--- src/rtl/rxq_pkg.sv ---
package rxq_pkg;
  localparam int REG_W   = 8;
  // status register field positions
  localparam int ST_REL  = 5;
  localparam int ST_OVR  = 4;
  localparam int ST_FULL = 3;
  // enable register field positions
  localparam int IE_OVR  = 3;
  localparam int IE_FULL = 2;
  localparam int IE_PEND = 1;

  typedef struct packed {
    logic rel_req;
    logic clr_ovr;
    logic clr_full;
  } sw_cmd_t;

  typedef struct packed {
    logic fill;
    logic drop;
    logic first;
    logic rel_done;
  } hw_evt_t;
endpackage

--- src/rtl/rxq_occupancy.sv ---
module rxq_occupancy #(
  parameter int DEPTH = 3,
  localparam int PTR_W = (DEPTH > 1) ? $clog2(DEPTH) : 1,
  localparam int CNT_W = $clog2(DEPTH + 1)
) (
  input  logic             clk,
  input  logic             rst_n,
  input  logic             msg_valid,
  input  logic             rel_req,
  output logic [CNT_W-1:0] cnt,
  output logic [PTR_W-1:0] wr_ptr,
  output logic [PTR_W-1:0] rd_ptr,
  output logic             rel_busy,
  output logic             store_en,
  output rxq_pkg::hw_evt_t evt
);
  localparam logic [CNT_W-1:0] CAP  = CNT_W'(DEPTH);
  localparam logic [CNT_W-1:0] NEAR = CNT_W'(DEPTH - 1);
  localparam logic [PTR_W-1:0] LAST = PTR_W'(DEPTH - 1);

  logic             at_cap;
  logic             rel_done;
  logic             rel_accept;
  logic [CNT_W-1:0] cnt_nxt;
  logic [PTR_W-1:0] wr_inc, rd_inc;

  assign at_cap     = (cnt == CAP);
  assign rel_done   = rel_busy;
  assign store_en   = msg_valid && (!at_cap || rel_done);
  assign rel_accept = rel_req && !rel_busy && (cnt != '0);

  assign evt.fill     = store_en && !rel_done && (cnt == NEAR);
  assign evt.drop     = msg_valid && !store_en;
  assign evt.first    = store_en && !rel_done && (cnt == '0);
  assign evt.rel_done = rel_done;

  // pointer wrap: free-running when the depth fills the index space
  generate
    if ((1 << PTR_W) == DEPTH) begin : g_pow2
      assign wr_inc = wr_ptr + PTR_W'(1);
      assign rd_inc = rd_ptr + PTR_W'(1);
    end else begin : g_mod
      assign wr_inc = (wr_ptr == LAST) ? '0 : wr_ptr + PTR_W'(1);
      assign rd_inc = (rd_ptr == LAST) ? '0 : rd_ptr + PTR_W'(1);
    end
  endgenerate

  always_comb begin
    cnt_nxt = cnt;
    if (store_en && !rel_done)      cnt_nxt = cnt + CNT_W'(1);
    else if (!store_en && rel_done) cnt_nxt = cnt - CNT_W'(1);
  end

  always_ff @(posedge clk or negedge rst_n) begin
    if (!rst_n) begin
      cnt      <= '0;
      wr_ptr   <= '0;
      rd_ptr   <= '0;
      rel_busy <= 1'b0;
    end else begin
      cnt <= cnt_nxt;
      if (store_en) wr_ptr <= wr_inc;
      if (rel_done) rd_ptr <= rd_inc;
      if (rel_done)        rel_busy <= 1'b0;
      else if (rel_accept) rel_busy <= 1'b1;
    end
  end
endmodule

--- src/rtl/rxq_flags.sv ---
module rxq_flags (
  input  logic             clk,
  input  logic             rst_n,
  input  rxq_pkg::hw_evt_t evt,
  input  rxq_pkg::sw_cmd_t cmd,
  output logic             full,
  output logic             ovr,
  output logic             pend_hold
);
  always_ff @(posedge clk or negedge rst_n) begin
    if (!rst_n) begin
      full      <= 1'b0;
      ovr       <= 1'b0;
      pend_hold <= 1'b0;
    end else begin
      // hardware set takes priority over a software clear
      if (evt.fill)                          full <= 1'b1;
      else if (evt.rel_done || cmd.clr_full) full <= 1'b0;

      if (evt.drop)         ovr <= 1'b1;
      else if (cmd.clr_ovr) ovr <= 1'b0;

      if (evt.first)         pend_hold <= 1'b1;
      else if (evt.rel_done) pend_hold <= 1'b0;
    end
  end
endmodule

--- src/rtl/rxq_regview.sv ---
module rxq_regview #(
  parameter int CNT_W = 2
) (
  input  logic                        clk,
  input  logic                        rst_n,
  input  logic                        reg_wr_en,
  input  logic                        reg_sel,
  input  logic [rxq_pkg::REG_W-1:0]   reg_wdata,
  input  logic [CNT_W-1:0]            cnt,
  input  logic                        rel_busy,
  input  logic                        full,
  input  logic                        ovr,
  input  logic                        pend_hold,
  output logic [rxq_pkg::REG_W-1:0]   reg_rdata,
  output rxq_pkg::sw_cmd_t            cmd,
  output logic                        irq
);
  import rxq_pkg::*;

  logic wr_stat, wr_ien;
  logic en_ovr, en_full, en_pend;
  logic [REG_W-1:0] stat_view, ien_view;
  logic unused_wbits;

  assign wr_stat = reg_wr_en && !reg_sel;
  assign wr_ien  = reg_wr_en &&  reg_sel;

  assign cmd.rel_req  = wr_stat && reg_wdata[ST_REL];
  assign cmd.clr_ovr  = wr_stat && reg_wdata[ST_OVR];
  assign cmd.clr_full = wr_stat && reg_wdata[ST_FULL];

  assign unused_wbits = ^{reg_wdata[7:6], reg_wdata[0]};

  always_ff @(posedge clk or negedge rst_n) begin
    if (!rst_n) begin
      en_ovr  <= 1'b0;
      en_full <= 1'b0;
      en_pend <= 1'b0;
    end else if (wr_ien) begin
      en_ovr  <= reg_wdata[IE_OVR];
      en_full <= reg_wdata[IE_FULL];
      en_pend <= reg_wdata[IE_PEND];
    end
  end

  always_comb begin
    stat_view              = '0;
    stat_view[CNT_W-1:0]   = cnt;
    stat_view[ST_FULL]     = full;
    stat_view[ST_OVR]      = ovr;
    stat_view[ST_REL]      = rel_busy;
    ien_view               = '0;
    ien_view[IE_OVR]       = en_ovr;
    ien_view[IE_FULL]      = en_full;
    ien_view[IE_PEND]      = en_pend;
  end

  assign reg_rdata = reg_sel ? ien_view : stat_view;
  assign irq = (ovr && en_ovr) || (full && en_full) || (pend_hold && en_pend);
endmodule

--- src/rtl/rxq_status_ctrl.sv ---
module rxq_status_ctrl #(
  parameter int DEPTH = 3,
  localparam int PTR_W = (DEPTH > 1) ? $clog2(DEPTH) : 1,
  localparam int CNT_W = $clog2(DEPTH + 1)
) (
  input  logic             clk,
  input  logic             rst_n,
  input  logic             msg_valid,
  output logic             store_en,
  output logic [PTR_W-1:0] wr_ptr,
  output logic [PTR_W-1:0] rd_ptr,
  input  logic             reg_wr_en,
  input  logic             reg_sel,
  input  logic [7:0]       reg_wdata,
  output logic [7:0]       reg_rdata,
  output logic             irq
);
  rxq_pkg::sw_cmd_t cmd;
  rxq_pkg::hw_evt_t evt;
  logic [CNT_W-1:0] pend_cnt;
  logic             rel_busy;
  logic             full_flag, ovr_flag, pend_hold;

  rxq_occupancy #(.DEPTH(DEPTH)) u_occ (
    .clk      (clk),
    .rst_n    (rst_n),
    .msg_valid(msg_valid),
    .rel_req  (cmd.rel_req),
    .cnt      (pend_cnt),
    .wr_ptr   (wr_ptr),
    .rd_ptr   (rd_ptr),
    .rel_busy (rel_busy),
    .store_en (store_en),
    .evt      (evt)
  );

  rxq_flags u_flags (
    .clk      (clk),
    .rst_n    (rst_n),
    .evt      (evt),
    .cmd      (cmd),
    .full     (full_flag),
    .ovr      (ovr_flag),
    .pend_hold(pend_hold)
  );

  rxq_regview #(.CNT_W(CNT_W)) u_regs (
    .clk      (clk),
    .rst_n    (rst_n),
    .reg_wr_en(reg_wr_en),
    .reg_sel  (reg_sel),
    .reg_wdata(reg_wdata),
    .cnt      (pend_cnt),
    .rel_busy (rel_busy),
    .full     (full_flag),
    .ovr      (ovr_flag),
    .pend_hold(pend_hold),
    .reg_rdata(reg_rdata),
    .cmd      (cmd),
    .irq      (irq)
  );
endmodule

--- config.mk ---
export PLATFORM = sky130hd
export DESIGN_NAME = rxq_status_ctrl
export DESIGN_NICKNAME = d
export VERILOG_FILES = /design/src/rtl/rxq_pkg.sv /design/src/rtl/rxq_occupancy.sv /design/src/rtl/rxq_flags.sv /design/src/rtl/rxq_regview.sv /design/src/rtl/rxq_status_ctrl.sv
export SDC_FILE = /design/constraint.sdc
export NUM_CORES = 1
export LEC_CHECK = 0
export BUFFER_PORTS_ARGS = -buffer_cell sky130_fd_sc_hd__buf_2
export CAP_MARGIN = 40
export CORE_MARGIN = 3
export CORE_UTILIZATION = 49
export DETAILED_ROUTE_END_ITERATION = 16
export PLACE_DENSITY = 0.9
export RECOVER_POWER = 50
export SLEW_MARGIN = 10
export SYNTH_ARGS = -nofsm -noshare
export SYNTH_HDL_FRONTEND = slang
export SYNTH_SLANG_ARGS = --single-unit
--- constraint.sdc ---
create_clock -name clk -period 4.6 [get_ports clk]
set_clock_uncertainty 0.15 [all_clocks]
set_input_delay 0.92 -clock clk [delete_from_list [all_inputs] [get_ports clk]]
set_output_delay 0.92 -clock clk [all_outputs]
set_load 0.01 [all_outputs]
==> impl_summary.log <==
INFO  metric run_status = completed
INFO  metric clock.fmax = 353 MHz
INFO  metric area_growth_syn_to_layout = 17.8%
INFO  metric die_area = approximately 0.0018 sq mm
INFO  metric iteration_0_drc_count_of_the_detailed_router = 16
INFO  metric endpoint_of_the_worst_hold_timing_path = u_flags.ovr
INFO  metric timing_worst_slew_pin_value = between 700 and 800 ps
INFO  metric cp_max_fo = 8
INFO  metric synth.ff_latch_count = 13
INFO  metric cp-end-kind = output pin
INFO  metric worst_case_reg_to_reg_path_depth = 7
INFO  metric detailedPlace.worstSlack = around 1900 ps
INFO  metric tritoncts = built
INFO  metric syn_area_per_cell = about 12 sq um
INFO  metric crit-reg2reg-launch = u_occ.cnt[0]
INFO  metric groute.usage.overall = 0.178
INFO  metric post_cts.repair.setup_buffers = 0
INFO  metric start_util = 0.564
INFO  metric drv_cap = 0
INFO  metric arrival = 1770 ps
INFO  metric synth_area = approximately 670 sq um
INFO  metric synth_xor_area_frac = 0.0262
INFO  metric hold_viol_final = 0
INFO  metric total_via_count_after_detailed_routing = slightly above 500
INFO  metric synthAdderAreaFrac = 0.0187
INFO  metric worst_r2r_endpoint = u_occ.cnt[1]
INFO  metric whs_path_depth = 1
INFO  metric rsz0062_at_grt = false
INFO  metric holdBufCountCts = 0
INFO  metric place.detailed.hpwl = 1110 um
INFO  metric slew_violations = 0
INFO  metric number_of_nets_at_the_end_of_the_flow = 94
INFO  metric combinational_family_with_the_most_area_after_synthesis = multiplexers
INFO  metric postCtsResizedCells = 0
INFO  metric postSynthCellCount = 55
INFO  metric grt_pass1_vias = 508
INFO  metric path_class = input port to output pin
INFO  metric synth_mux_area_frac = 0.178
INFO  metric number_of_failing_setup_endpoints_in_the_final_timing_report = 0
INFO  metric die_y = approximately 43 um
INFO  metric cts_h_tree_lvls = 1
INFO  metric hold_path.startpoint = u_flags.ovr
INFO  metric io_buffer_count = 21
INFO  metric fillers = 100
INFO  metric setup_ws = approximately 1800 ps
INFO  metric drt_first_pass_iters = 4
INFO  metric design.portCount = 27
INFO  metric grt_start_max_net_pins = 14
INFO  metric cts_made_buffers = 3
INFO  metric synth.yosys.warnings = 0
INFO  metric grt_antenna_before_repair = 0
INFO  metric total_detailed_routing_wirelength = between 1000 and 1500 um
INFO  metric drt-vias-per-instance = between 5 and 6
INFO  metric cpLargestDelayFamily = buffers and inverters
INFO  metric drcViolationCount = 0
INFO  metric timing.setup.tns = 0 ps
INFO  metric finalHoldWorstSlack = ~380 ps
INFO  metric num_rows = 12
INFO  metric synth_compound_area_frac = 0.0804
INFO  metric crit_path_max_incr_delay = 370 ps
INFO  metric max-clock-path-buffers = 2
INFO  metric insertedDiodeCount = 0
INFO  metric holdCritPathClass = register to register
INFO  metric worst_skew_pair.late_latency = between 200 and 300 ps
INFO  metric cts.clk_slew.worst_paths = approximately 80 ps
INFO  metric core_footprint = 0.00119 sq mm
INFO  metric power-per-cell-area = 581 mW/mm^2
INFO  metric timing.critical_path.from_type = input port
INFO  metric timing.reg2reg.setup_slack = 2520 ps
INFO  metric normalized_max_slew_margin = 0.526
INFO  metric yosys.cell_types.count = 24
INFO  metric cp_num_buf_inv = 2
INFO  metric vdd_ir_drop_max = about 290 uV
INFO  metric cts.sink_count = 13
INFO  metric gr-total-overflow = 0
INFO  metric post_synth_simple_gate_area = 0.166
INFO  metric drt.antenna.violating_nets = 0
INFO  metric cp.required = between 3000 and 4000 ps
INFO  metric timing.final.crit_share = 0.616
INFO  metric final.min_clock_period = around 2800 ps
INFO  metric yosysSeqAreaShare = 0.486
INFO  metric drive_gt1_frac = 0.367
INFO  metric leakage = 0.412 nW
INFO  metric slowest_stage = sky130_fd_sc_hd__mux2_1
INFO  metric root_buffer = sky130_fd_sc_hd__clkbuf_4
INFO  metric gpl.final_weighted_congestion = ~0.74
INFO  metric first_pass_grt_wire_length = between 2000 and 2500 um
INFO  metric crit_chain = clkbuf_1 -> mux2_1 -> buf_2
INFO  metric die_x = 43.0 um
INFO  metric drt-wirelength-per-cell = ~15 um
[stage by stage]
step	utilization	total power, W	instances	instance area, sq um
detailed placement	0.658	0.000398	89	781
global placement	0.658	0.000384	89	781
global route	0.665	0.000491	93	788
CTS	0.680	0.000471	93	807
finish	0.665	0.000458	93	788
floorplan	-	0.000329	56	673
[final cells by class]
cell class | instances | area, sq um | share of cell area
Tap cell | 14 | 17.5 | 0.0222
Inverter | 3 | 11.3 | 0.0143
Sequential cell | 13 | 325 | 0.413
Multi-Input combinational cell | 38 | 305 | 0.387
Timing Repair Buffer | 21 | 103 | 0.130
Clock buffer | 4 | 26.3 | 0.0333
[metal layers]
layer	part of all wire	track usage
met2	0.49	0.281
met1	0.41	0.212
met3	0.049	0.0297
met5	0	0
met4	0.044	0.133
[cell usage after synthesis, drive strengths merged]
library cell / instances / area (sq um)
conb: 1 / 3.75
nand2: 5 / 28.8
mux2: 8 / 109
xnor2: 1 / 8.76
o21ai: 1 / 16.3
a32o: 1 / 10.0
buf: 2 / 15.0
mux2i: 1 / 10.0
nor3: 1 / 5.00
nor2b: 6 / 40.0
and2: 1 / 6.26
a22o: 2 / 17.5
a222oi: 1 / 10.0
and4bb: 1 / 12.5
dfrtp: 13 / 325
xor2: 1 / 8.76
ha: 1 / 12.5
inv: 3 / 11.3
nor2: 5 / 18.8
[worst reg2reg max path: stages, from the launching register on]
cell and delay, ps:
sky130_fd_sc_hd__dfrtp_1 440, sky130_fd_sc_hd__nand2_1 100, sky130_fd_sc_hd__o21ai_0 420, sky130_fd_sc_hd__inv_1 130
sky130_fd_sc_hd__ha_1 250, sky130_fd_sc_hd__nor2b_1 160, sky130_fd_sc_hd__nor3_1 190, sky130_fd_sc_hd__xor2_1 170
[power breakdown]
group | internal [W] | total, W | switching [W]
combinational | 0.000101 | 0.000184 | 0.0000827
clock | 0.0000336 | 0.0000712 | 0.0000375
sequential | 0.000159 | 0.000203 | 0.0000442
[layout by cell type (no fill, tap or decap), drive strengths merged]
| cell | count |
|---|---|
| ha | 1 |
| mux2 | 8 |
| nor2b | 6 |
| o21ai | 1 |
| nor3 | 1 |
| and4bb | 1 |
| nand2 | 5 |
| and2 | 1 |
| conb | 2 |
| mux2i | 1 |
| inv | 3 |
| a22o | 2 |
| a32o | 1 |
| buf | 19 |
| a222oi | 1 |
| xor2 | 1 |
| dfrtp | 13 |
| clkbuf | 6 |
| xnor2 | 1 |
| nor2 | 5 |
[cell families (layout without fill, tap and decap cells)]
family	count (synthesis)	count (layout)
AOI/OAI and AO/OA	5	5
xor gates and xnor gates	2	2
adders and majority gates	1	1
buffers and inverters	5	28
DFF	13	13
muxes	9	9
other	1	2
and+or+nand+nor	19	19
[how the worst max path moves through the flow]
stage	start	cells past startpoint	slack [ps]	to
global route	reg_sel	3	1720	reg_rdata[3]
detailed placement	reg_sel	3	1930	reg_rdata[3]
floorplan	reg_sel	1	2270	reg_rdata[1]
CTS	reg_sel	3	1930	reg_rdata[3]
finish	reg_sel	3	1760	reg_rdata[3]
global placement	reg_sel	3	1960	reg_rdata[1]
[state kept, by name, summed over array words and instances, names as in the netlist]
signal             flops
u_occ.wr_ptr           2
u_flags.full           1
u_regs.en_pend         1
u_occ.cnt              2
u_regs.en_full         1
u_regs.en_ovr          1
u_flags.pend_hold      1
u_occ.rel_busy         1
u_occ.rd_ptr           2
u_flags.ovr            1
(Power assumes the default switching activity.)
